`src/rtl/shift_pkg.sv`:
```
package shift_pkg;
  typedef enum logic [2:0] {
    SH_LSL,
    SH_LSR,
    SH_ASR,
    SH_ROR,
    SH_RRX
  } sh_op_e;

  localparam logic [1:0] TY_LSL = 2'd0;
  localparam logic [1:0] TY_LSR = 2'd1;
  localparam logic [1:0] TY_ASR = 2'd2;
  localparam logic [1:0] TY_ROR = 2'd3;
endpackage

```
`src/rtl/shift_decode.sv`:
```
module shift_decode
  import shift_pkg::*;
#(
  parameter int DATA_W = 32,
  parameter int IMM_W  = 5,
  parameter int AMT_W  = 8
) (
  input  logic [1:0]       type_i,
  input  logic             reg_mode_i,
  input  logic [IMM_W-1:0] imm_i,
  input  logic [AMT_W-1:0] amt_reg_i,
  output sh_op_e           op_o,
  output logic [AMT_W-1:0] amt_o
);
  localparam logic [AMT_W-1:0] FULL_AMT = AMT_W'(DATA_W);

  logic [AMT_W-1:0] imm_ext;
  logic             imm_zero;

  assign imm_ext  = AMT_W'(imm_i);
  assign imm_zero = (imm_i == '0);

  always_comb begin
    op_o  = SH_LSL;
    amt_o = imm_ext;
    if (reg_mode_i) begin
      amt_o = amt_reg_i;
      unique case (type_i)
        TY_LSL:  op_o = SH_LSL;
        TY_LSR:  op_o = SH_LSR;
        TY_ASR:  op_o = SH_ASR;
        default: op_o = SH_ROR;
      endcase
    end else begin
      unique case (type_i)
        TY_LSL: op_o = SH_LSL;
        TY_LSR: begin
          op_o  = SH_LSR;
          amt_o = imm_zero ? FULL_AMT : imm_ext;
        end
        TY_ASR: begin
          op_o  = SH_ASR;
          amt_o = imm_zero ? FULL_AMT : imm_ext;
        end
        default: begin
          op_o  = imm_zero ? SH_RRX : SH_ROR;
          amt_o = imm_zero ? AMT_W'(1) : imm_ext;
        end
      endcase
    end
  end
endmodule

```
`src/rtl/shift_core.sv`:
```
module shift_core
  import shift_pkg::*;
#(
  parameter int DATA_W = 32,
  parameter int AMT_W  = 8
) (
  input  logic [DATA_W-1:0] value_i,
  input  sh_op_e            op_i,
  input  logic [AMT_W-1:0]  amt_i,
  input  logic              carry_i,
  output logic [DATA_W-1:0] result_o,
  output logic              carry_o
);
  localparam int SH_W = $clog2(DATA_W);

  // One guard bit beside the data holds the bit shifted out last
  logic [DATA_W:0]        lsl_x;
  logic [DATA_W:0]        lsr_x;
  logic signed [DATA_W:0] asr_x;
  logic [SH_W-1:0]        rot_m;
  logic [DATA_W-1:0]      rot_r;

  assign lsl_x = {1'b0, value_i} << amt_i;
  assign lsr_x = {value_i, 1'b0} >> amt_i;
  assign asr_x = $signed({value_i, 1'b0}) >>> amt_i;
  assign rot_m = amt_i[SH_W-1:0];
  assign rot_r = (value_i >> rot_m) | (value_i << (DATA_W - int'(rot_m)));

  always_comb begin
    result_o = value_i;
    carry_o  = carry_i;
    if (op_i == SH_RRX) begin
      result_o = {carry_i, value_i[DATA_W-1:1]};
      carry_o  = value_i[0];
    end else if (amt_i != '0) begin
      unique case (op_i)
        SH_LSL: begin
          result_o = lsl_x[DATA_W-1:0];
          carry_o  = lsl_x[DATA_W];
        end
        SH_LSR: begin
          result_o = lsr_x[DATA_W:1];
          carry_o  = lsr_x[0];
        end
        SH_ASR: begin
          result_o = asr_x[DATA_W:1];
          carry_o  = asr_x[0];
        end
        default: begin
          result_o = rot_r;
          carry_o  = rot_r[DATA_W-1];
        end
      endcase
    end
  end
endmodule

```
`src/rtl/shift_unit.sv`:
```
module shift_unit
  import shift_pkg::*;
#(
  parameter int DATA_W = 32,
  parameter int IMM_W  = 5,
  parameter int AMT_W  = 8
) (
  input  logic              clk_i,
  input  logic              rst_ni,
  input  logic              valid_i,
  input  logic [DATA_W-1:0] value_i,
  input  logic [1:0]        type_i,
  input  logic              reg_mode_i,
  input  logic [IMM_W-1:0]  imm_i,
  input  logic [AMT_W-1:0]  amt_reg_i,
  input  logic              carry_i,
  output logic              valid_o,
  output logic [DATA_W-1:0] result_o,
  output logic              carry_o
);
  sh_op_e            dec_op;
  logic [AMT_W-1:0]  dec_amt;
  logic [DATA_W-1:0] core_res;
  logic              core_c;

  shift_decode #(.DATA_W(DATA_W), .IMM_W(IMM_W), .AMT_W(AMT_W)) u_dec (
    .type_i    (type_i),
    .reg_mode_i(reg_mode_i),
    .imm_i     (imm_i),
    .amt_reg_i (amt_reg_i),
    .op_o      (dec_op),
    .amt_o     (dec_amt)
  );

  shift_core #(.DATA_W(DATA_W), .AMT_W(AMT_W)) u_core (
    .value_i (value_i),
    .op_i    (dec_op),
    .amt_i   (dec_amt),
    .carry_i (carry_i),
    .result_o(core_res),
    .carry_o (core_c)
  );

  always_ff @(posedge clk_i or negedge rst_ni) begin
    if (!rst_ni) begin
      valid_o  <= 1'b0;
      result_o <= '0;
      carry_o  <= 1'b0;
    end else begin
      valid_o <= valid_i;
      if (valid_i) begin
        result_o <= core_res;
        carry_o  <= core_c;
      end
    end
  end
endmodule

```
`config.mk`:
```
export PLATFORM = sky130hd
export DESIGN_NAME = shift_unit
export DESIGN_NICKNAME = d
export VERILOG_FILES = /design/src/rtl/shift_pkg.sv /design/src/rtl/shift_decode.sv /design/src/rtl/shift_core.sv /design/src/rtl/shift_unit.sv
export SDC_FILE = /design/constraint.sdc
export NUM_CORES = 1
export LEC_CHECK = 0
export BUFFER_PORTS_ARGS = -buffer_cell sky130_fd_sc_hd__buf_2
export CAP_MARGIN = 20
export CELL_PAD_IN_SITES_DETAIL_PLACEMENT = 1
export CELL_PAD_IN_SITES_GLOBAL_PLACEMENT = 2
export CORE_ASPECT_RATIO = 1.1
export CORE_MARGIN = 2
export CORE_UTILIZATION = 31
export CTS_CLUSTER_SIZE = 24
export DETAILED_ROUTE_END_ITERATION = 16
export GPL_TIMING_DRIVEN = 0
export PLACE_DENSITY_LB_ADDON = 0.1
export SETUP_SLACK_MARGIN = 0.4
export SLEW_MARGIN = 20
export SYNTH_ARGS = -nofsm -noshare
export SYNTH_HDL_FRONTEND = slang
export SYNTH_SLANG_ARGS = --single-unit
```
`constraint.sdc`:
```
create_clock -name clk_i -period 1.1 [get_ports clk_i]
set_input_delay 0 -clock clk_i [delete_from_list [all_inputs] [get_ports clk_i]]
set_output_delay 0 -clock clk_i [all_outputs]
set_load 0.005 [all_outputs]
```
==> results of run 1 <==
==> per-layer routing <==
metal | overflow | global-route usage (%)
met1 | 0 | 70.9
met2 | 6 | 87.1
met4 | 8 | 65.8
met3 | 0 | 47.0
met5 | 0 | 23.7
==> logic make-up after synthesis <==
family	synth area share [%]
adders and majority gates	0.685
DFF	9.32
and+or+nand+nor	25.9
xor gates and xnor gates	0.398
buffers and inverters	7.58
muxes	10.6
AOI/OAI and AO/OA	45.6
==> repair_timing <==
item | CTS
hold buffers | 1
endpoints found under the setup margin | 67
endpoints found under the hold margin | 35
pin swaps | 114
setup buffers | 118
gates cloned | 6
resized for setup | 674
==> Yosys cell counts, types with 25 or more instances <==
cell and n:
a211oi_1 32, a21oi_1 117, a221oi_1 25, buf_2 27, clkbuf_1 86, dfrtp_1 34, mux2i_1 68, nand2_1 175
nand3_1 91, nor2_1 143, nor3_1 33, o211ai_1 76, o21ai_0 126, o221ai_1 26
==> metrics by stage <==
stage,hold slack [ns],instances
after detailed placement,0.121,1854
after CTS,-0.181,1987
after floorplan,-0.296,1409
after global placement,0.118,1854
==> summary.txt, run 1 <==
Outcome
  • Status: stopped before the end
  • Fail Step: global routing (5_1_grt)
  • Stop err: [ERROR GRT-0232] Routing congestion too high. Check the congestion heatmap in the GUI.

GRT
  • Largest net degree at the start of global routing: 35
  • Grt ovf: 14
  • Global Route Usage Sum: 68.3%

Floorplan
  • Die width: 168 microns
  • Initial Utilization: 31.6%
  • Row count: 65
  • Die height: 184 microns
  • IO Pins: 86

Synthesis
  • Mapped Cells: 1409
  • Register area share after synthesis: 9.32%
  • Ys Warns: 0
  • Post-synthesis register bit count: 34
  • Post-synth EDFFs: 0
  • Fraction of registers with async set/reset: 100%
  • Yosys top cell by area: dfrtp_1
  • Syn_nets: around 1500
  • Post-synth top area share: 9.32%
  • Top cells by area, synth: dfrtp_1, mux2i_1, nand2_1
  • Avg Inst Size Synth: 6.48 sq um
  • Most used flip-flop cell after synthesis: dfrtp_1
  • Mapped Area: just over 0.009 sq mm
  • Post-synthesis cell type count: 86

Clocking
  • H-tree Lvls: 2
  • CTS max path bufs: 2
  • CTS root buf: clkbuf_16
  • Clk sinks: 34
  • Inserted Clock Buffers: 5

Placed design
  • Pre-CTS WS: -3.84 ns
  • Area after DPL: 0.0103 sq mm
  • PortBufs: between 70 and 80
  • Post-DP HPWL: around 66000 microns
  • RePlAce Congestion: 1.16

STA
  • GRT worst endpoint: result_o[2]$_DFFE_PN0P_/D
  • Worst End Pin Type: sequential cell input
==> run 2: changes to the inputs <==
- CELL_PAD_IN_SITES_DETAIL_PLACEMENT: 1 -> unset
- CELL_PAD_IN_SITES_GLOBAL_PLACEMENT: 2 -> unset
- CORE_ASPECT_RATIO: 1.1 -> unset
- CORE_UTILIZATION: 31 -> 25
- CTS_CLUSTER_SIZE: 24 -> unset
- PLACE_DENSITY_LB_ADDON: 0.1 -> 0.15
- SETUP_SLACK_MARGIN: 0.4 -> unset
- clock period: 1.1 -> 1.4 ns (I/O delays scaled with it)
==> summary.txt, run 2 <==
Floorplan
  • Row count: 69
  • Die height: 195 microns
  • Die width: 195 microns
  • IO Pins: 86
  • Core box area: 0.0357 sq mm
  • Die area: roughly 0.038 sq mm
  • Initial Utilization: 25.5%

Pwr
  • Leak: 5.89 nW
  • Max VDD drop: around 420 uV
  • Pwr dens: between 900 and 1000 mW/mm^2

Worst setup path
  • Crit path arrival time: 3.34 ns
  • Max FO, Critical Path: 6
  • R2R depth: 4
  • CP Class: input pin to flop
  • R2r startpoint: carry_o$_DFFE_PN0P_
  • Crit. End Element: flop
  • R2r endpoint: carry_o$_DFFE_PN0P_
  • WP data required: 1.57 ns
  • Reg2Reg Setup Slack: -0.08 ns
  • Startpoint types: input pin

Layout
  • Most frequent cells in the layout: nand2_1, buf_4, nor2_1
  • Most common cell after layout, fill and taps aside: nand2_1
  • Antenna diodes: 0
  • Finished Cell Area: 0.0161 sq mm
  • Max FFs per register: 32
  • Nets: 1746
  • Largest registers: result_o x32, carry_o x1, valid_o x1
  • Reg with most FFs: result_o
  • Post-layout util: 45.0%
  • Area Growth Syn to Fin: 76.2%
  • Layout cells sized above 1: 49.9%
  • Filler Cell Count: 3694

Route
  • Drt wl/cell: between 40 and 50 microns
  • Routed wire length: 94300 microns
  • Drt drc: 0
  • Post-route ant nets: 0
  • Detailed Route Iter0 Violations: 2771
  • Via count: 16100
  • Vias/cell: 7.48
  • First-pass DRT Iterations: 9

Clocking
  • Clk slew on worst S/H paths: 0.06 ns
  • Clk sinks: 34
  • CTS root buf: clkbuf_16
  • H-tree Lvls: 2
  • Inserted Clock Buffers: 5
  • Clk_lat worst skew: 0.30 ns
  • CTS max path bufs: 2
  • CTS tree: done

GRT
  • Antenna violations before repair: 1
  • Global Route Usage Sum: 47.6%
  • Vias in the first global route: roughly 15000
  • Largest net degree at the start of global routing: 35
  • Grt ovf: 0
  • First-pass GRT wire length: between 100000 and 150000 microns

STA
  • RSZ-0062 raised after global routing: yes
  • Period minus WS final: 3.17 ns
  • Setup Skew: 0 ns
  • Setup violations, final: 33
  • Final hold violation count: 0
  • Least-Margin Pin Slew: 1.22 ns
  • Max-slew violation count: 0
  • Slew headroom: 18.9%
  • Peak Freq: 316 MHz
  • Slack of the critical path: -1.77 ns
  • Fin crit share: 226%

Hold path
  • Worst hold endpoint: result_o[11]$_DFFE_PN0P_
  • HP Start: value_i[11]
  • Min-delay worst type: input pin to flop
  • Hold-critical path depth: 3

Outcome
  • Status: finished, violations left
  • Violated checks: negative setup slack

Synthesis
  • Top cells by area, synth: dfrtp_1, mux2i_1, nand2_1
  • Most used flip-flop cell after synthesis: dfrtp_1
  • Mapped Area: 0.00913 sq mm
  • Yosys top cell by area: dfrtp_1
  • Register area share after synthesis: 9.32%
  • Post-synth top cells: nand2_1, nor2_1, o21ai_0
  • Post-synth top area share: 9.32%
  • Post-synth EDFFs: 0
  • Post-synthesis cell type count: 86
  • Post-synthesis register bit count: 34
  • Mapped Cells: about 1400
  • Ys Warns: 0
  • Fraction of registers with async set/reset: 100%
  • Syn_nets: approximately 1500
  • Top-count cell post-synth: nand2_1
  • Avg Inst Size Synth: between 6 and 7 sq um

Placed design
  • Post-DP HPWL: roughly 70000 microns
  • PortBufs: between 70 and 80
  • Pre-CTS WS: -3.65 ns
  • Area after DPL: around 0.010 sq mm
  • RePlAce Congestion: 1.12

Job
  • Total of max-cap violations: 0
-- run 2: cell counts after synthesis --
Identical to the previous run, type by type.
-- run 2: power breakdown --
part	internal, mW	switching (mW)	leakage (nW)	total [mW]
Combinational	4.53	7.94	5.42	12.5
Clock	0.709	0.524	0.0739	1.23
Sequential	1.14	0.109	0.403	1.25
Total	6.38	8.57	5.89	14.9
-- run 2: stage by stage --
stage | TNS, ns | hold slack, ns | total power, mW | instances
2_1_floorplan | -36.29 | -0.296 | 5.30 | 1409
3_3_place_gp | -110.06 | 0.125 | 9.02 | 1947
3_5_place_dp | -104.54 | 0.137 | 8.84 | 1948
4_1_cts | -48.98 | 0.175 | 12.8 | 2078
5_1_grt | -52.15 | 0.211 | 14.9 | 2151
6_report | -51.80 | 0.201 | 14.9 | 2151
-- run 2: logic make-up after synthesis --
kind of cell,count (synthesis),share of synthesized area (%)
muxes,92,10.6
and+or+nand+nor,514,25.9
xor gates and xnor gates,2,0.398
adders and majority gates,5,0.685
AOI/OAI and AO/OA,609,45.6
DFF,34,9.32
buffers and inverters,153,7.58
-- run 2: critical path: stages --
cell and delay (ns):
buf_8 0.09, or4_4 0.55, or4_4 0.48, buf_12 0.16
nand2_8 0.12, buf_4 0.14, mux2_4 0.33, mux2i_4 0.16
mux2i_2 0.08, buf_4 0.16, o21ai_4 0.31, o21ai_2 0.12
a32oi_4 0.47, o41ai_2 0.14
-- run 2: repair_timing --
item	in CTS	in global routing
hold endpoints to repair	35	0
hold buffers	2	0
resized for setup	610	252
cloned	7	2
pin swaps	107	114
setup buffers	113	76
setup endpoints to repair	33	33
-- run 2: layout make-up --
| class | instances | area, sq um | area share, % |
|---|---|---|---|
| flip-flops and latches | 34 | 851 | 5.29 |
| clock buffers | 7 | 143 | 0.887 |
| well taps | 461 | 577 | 3.59 |
| plain buffers | 140 | 1210 | 7.52 |
| repair buffers | 276 | 2530 | 15.8 |
| inverters | 10 | 58.8 | 0.366 |
| multi-input cells | 1222 | 10700 | 66.6 |
| clock inverters | 1 | 5.00 | 0.0311 |
-- run 2: worst max path at each step --
stage | from | end
6_report | imm_i[1] | result_o[6]$_DFFE_PN0P_
5_1_grt | imm_i[1] | result_o[6]$_DFFE_PN0P_
4_1_cts | type_i[1] | result_o[27]$_DFFE_PN0P_
3_5_place_dp | type_i[1] | result_o[3]$_DFFE_PN0P_
3_3_place_gp | type_i[1] | result_o[2]$_DFFE_PN0P_
2_1_floorplan | imm_i[1] | result_o[4]$_DFFE_PN0P_
-- run 2: per-layer routing --
| layer | global-route usage (%) | up-vias | routed length (microns) |
|---|---|---|---|
| met5 | 0.766 | - | 169 |
| met4 | 31.1 | 6 | 8870 |
| met3 | 21.6 | 535 | 15200 |
| met2 | 65.3 | 1642 | 35700 |
| met1 | 59.5 | 7845 | 34400 |
| li1 | - | 6058 | - |
No activity file was read; power rests on OpenSTA's default activity.
==> run 3: changes to the inputs <==
- clock period: 1.4 -> 4 ns (I/O delays scaled with it)
==> summary.txt, run 3 (synthesized netlist as in run 2, its figures left out) <==
Outcome
  • Status: finished, violations left
  • Violated checks: negative setup slack

Pwr
  • Total chip power: 3.74 mW
  • Leak: 4.02 nW
  • Pwr dens: between 300 and 400 mW/mm^2
  • Max VDD drop: 180 uV

GRT
  • First-pass GRT wire length: 119000 microns
  • Largest net degree at the start of global routing: 35
  • Global Route Usage Sum: 45.4%
  • Grt ovf: 0
  • Antenna violations before repair: 5
  • Vias in the first global route: 13700

Worst setup path
  • Startpoint types: input pin
  • Cell chain of the critical path: buf_2 -> inv_1 -> ha_1 -> or4_4 -> buf_6 -> nand2_4 -> buf_2 -> a21oi_1 -> mux2_2 -> mux2i_1 -> mux2i_1 -> o22ai_2 -> a21oi_1 -> a211oi_1
  • Worst Setup SP: type_i[0]
  • R2r endpoint: carry_o$_DFFE_PN0P_
  • R2R depth: 4
  • WP data required: ~4.2 ns
  • Crit path arrival time: 4.26 ns
  • CP max-delay cell: mux2i_1
  • Crit. End Element: flop
  • Reg2Reg Setup Slack: 2.58 ns
  • R2r startpoint: carry_o$_DFFE_PN0P_
  • Crit-path max cell delay: 0.65 ns
  • CP Class: input pin to flop
  • Max FO, Critical Path: 10

Clocking
  • CTS max path bufs: 2
  • CTS tree: done
  • H-tree Lvls: 2
  • CTS root buf: clkbuf_16
  • Clk_lat worst skew: 0.30 ns
  • Inserted Clock Buffers: 5
  • Clk sinks: 34
  • Clk slew on worst S/H paths: 0.06 ns

Hold path
  • Worst hold endpoint: result_o[22]$_DFFE_PN0P_
  • Hold-critical path depth: 3
  • HP Start: value_i[22]
  • Min-delay worst type: input pin to flop

STA
  • Final hold violation count: 0
  • RSZ-0062 raised after global routing: no
  • Max-slew violation count: 0
  • Setup Skew: 0 ns
  • Setup violations, final: 8
  • Slew headroom: between 10% and 20%
  • Period minus WS final: 4.08 ns
  • Fin crit share: 102%
  • Min Hold Slack: 0.173 ns
  • Slack of the critical path: -0.0805 ns
  • Peak Freq: 245 MHz
  • Least-Margin Pin Slew: 1.28 ns

Route
  • Via count: approximately 15000
  • Vias/cell: 7.51
  • Post-route ant nets: 0
  • Routed wire length: ~90000 microns
  • Detailed Route Iter0 Violations: 2594
  • First-pass DRT Iterations: 8
  • Drt drc: 0
  • Drt wl/cell: 45.3 microns

Layout
  • Nets: 1560
  • Reg with most FFs: result_o
  • Largest registers: result_o x32, carry_o x1, valid_o x1
  • Post-layout util: 29.7%
  • Filler Cell Count: 4207
  • Area Growth Syn to Fin: 16.3%
  • Most common cell after layout, fill and taps aside: nand2_1
  • Layout cells sized above 1: between 10% and 20%
  • Most frequent cells in the layout: nand2_1, nor2_1, a21oi_1
  • Max FFs per register: 32

Floorplan
  • Die area: 0.0381 sq mm
  • Die width: 195 microns
  • Initial Utilization: 25.5%
  • Die height: 195 microns
  • IO Pins: 86
  • Core box area: 0.0357 sq mm
  • Row count: between 60 and 70

Placed design
  • PortBufs: between 70 and 80
  • Pre-CTS WS: -1.33 ns
  • RePlAce Congestion: 1.08
  • Post-DP HPWL: between 70000 and 80000 microns

Job
  • Total of max-cap violations: 0
[run 3: cell types whose count changed in the layout (fill, tap and decap cells not counted), sizes merged]
cell           delta
clkinvlp          -1
clkdlybuf4s15     +1
clkbuf           +12
diode             +3
inv               +1
clkinv            +1
buf             -200
[run 3: cell type report]
| cell class | instances | area [sq um] | share of cell area, % |
|---|---|---|---|
| multi-input cells | 1222 | 7820 | 73.7 |
| flip-flops and latches | 34 | 851 | 8.02 |
| plain buffers | 143 | 708 | 6.67 |
| well taps | 461 | 577 | 5.43 |
| repair buffers | 87 | 469 | 4.42 |
| clock buffers | 6 | 129 | 1.21 |
| inverters | 10 | 37.5 | 0.354 |
| clock inverters | 2 | 13.8 | 0.130 |
| diodes | 3 | 7.51 | 0.0707 |
[run 3: worst max-delay path by stage]
stage | to | depth (start not counted)
3_3_place_gp | result_o[5]$_DFFE_PN0P_ | 13
2_1_floorplan | result_o[2]$_DFFE_PN0P_ | 13
3_5_place_dp | result_o[5]$_DFFE_PN0P_ | 13
4_1_cts | result_o[29]$_DFFE_PN0P_ | 14
5_1_grt | result_o[10]$_DFFE_PN0P_ | 15
6_report | result_o[15]$_DFFE_PN0P_ | 14
[run 3: stage by stage]
| stage | area [sq um] | cells | setup TNS (ns) |
|---|---|---|---|
| floorplan | 9130 | 1409 | 0 |
| global placement | 10100 | 1947 | -26.58 |
| detailed placement | 10100 | 1950 | -18.92 |
| CTS | 10400 | 1962 | -0.0122 |
| global route | 10600 | 1965 | 0 |
| finish | 10600 | 1968 | -0.302 |
[run 3: layer usage]
| layer | track usage, % | routed length, microns | share of wire (%) | vias to the layer above |
|---|---|---|---|---|
| li1 | - | - | - | 5676 |
| met2 | 63.2 | 34200 | 38 | 1431 |
| met1 | 57.7 | 34100 | 38 | 7289 |
| met3 | 18.2 | 12800 | 14 | 379 |
| met5 | 0 | 12 | 0.013 | - |
| met4 | 28.7 | 7920 | 8.9 | 2 |
[run 3: where the power goes]
group          leakage [nW]  switching (mW)  internal (mW)
clock                0.0708           0.174          0.232
sequential            0.403          0.0370          0.399
combinational          3.55            2.17          0.729
total                  4.02            2.38           1.36
[run 3: worst max-delay path, delay by kind of cell]
kind / cells / cell delay (ns)
adder cells (fa/ha/maj): 1 / 0.29
AND/OR/NAND/NOR: 2 / 0.74
multiplexers: 3 / 1.35
AO/OA/AOI/OAI: 4 / 1.15
buffers and inverters: 4 / 0.70
[run 3: timing repair]
| action | 4_1_cts | 5_1_grt |
|---|---|---|
| buffers inserted | 2 | 3 |
| pin swaps | 1 | 2 |
| gates resized for setup | 29 | 75 |
| setup endpoints to repair | 29 | 29 |
| hold buffers | 2 | 0 |
| endpoints found under the hold margin | 35 | 0 |
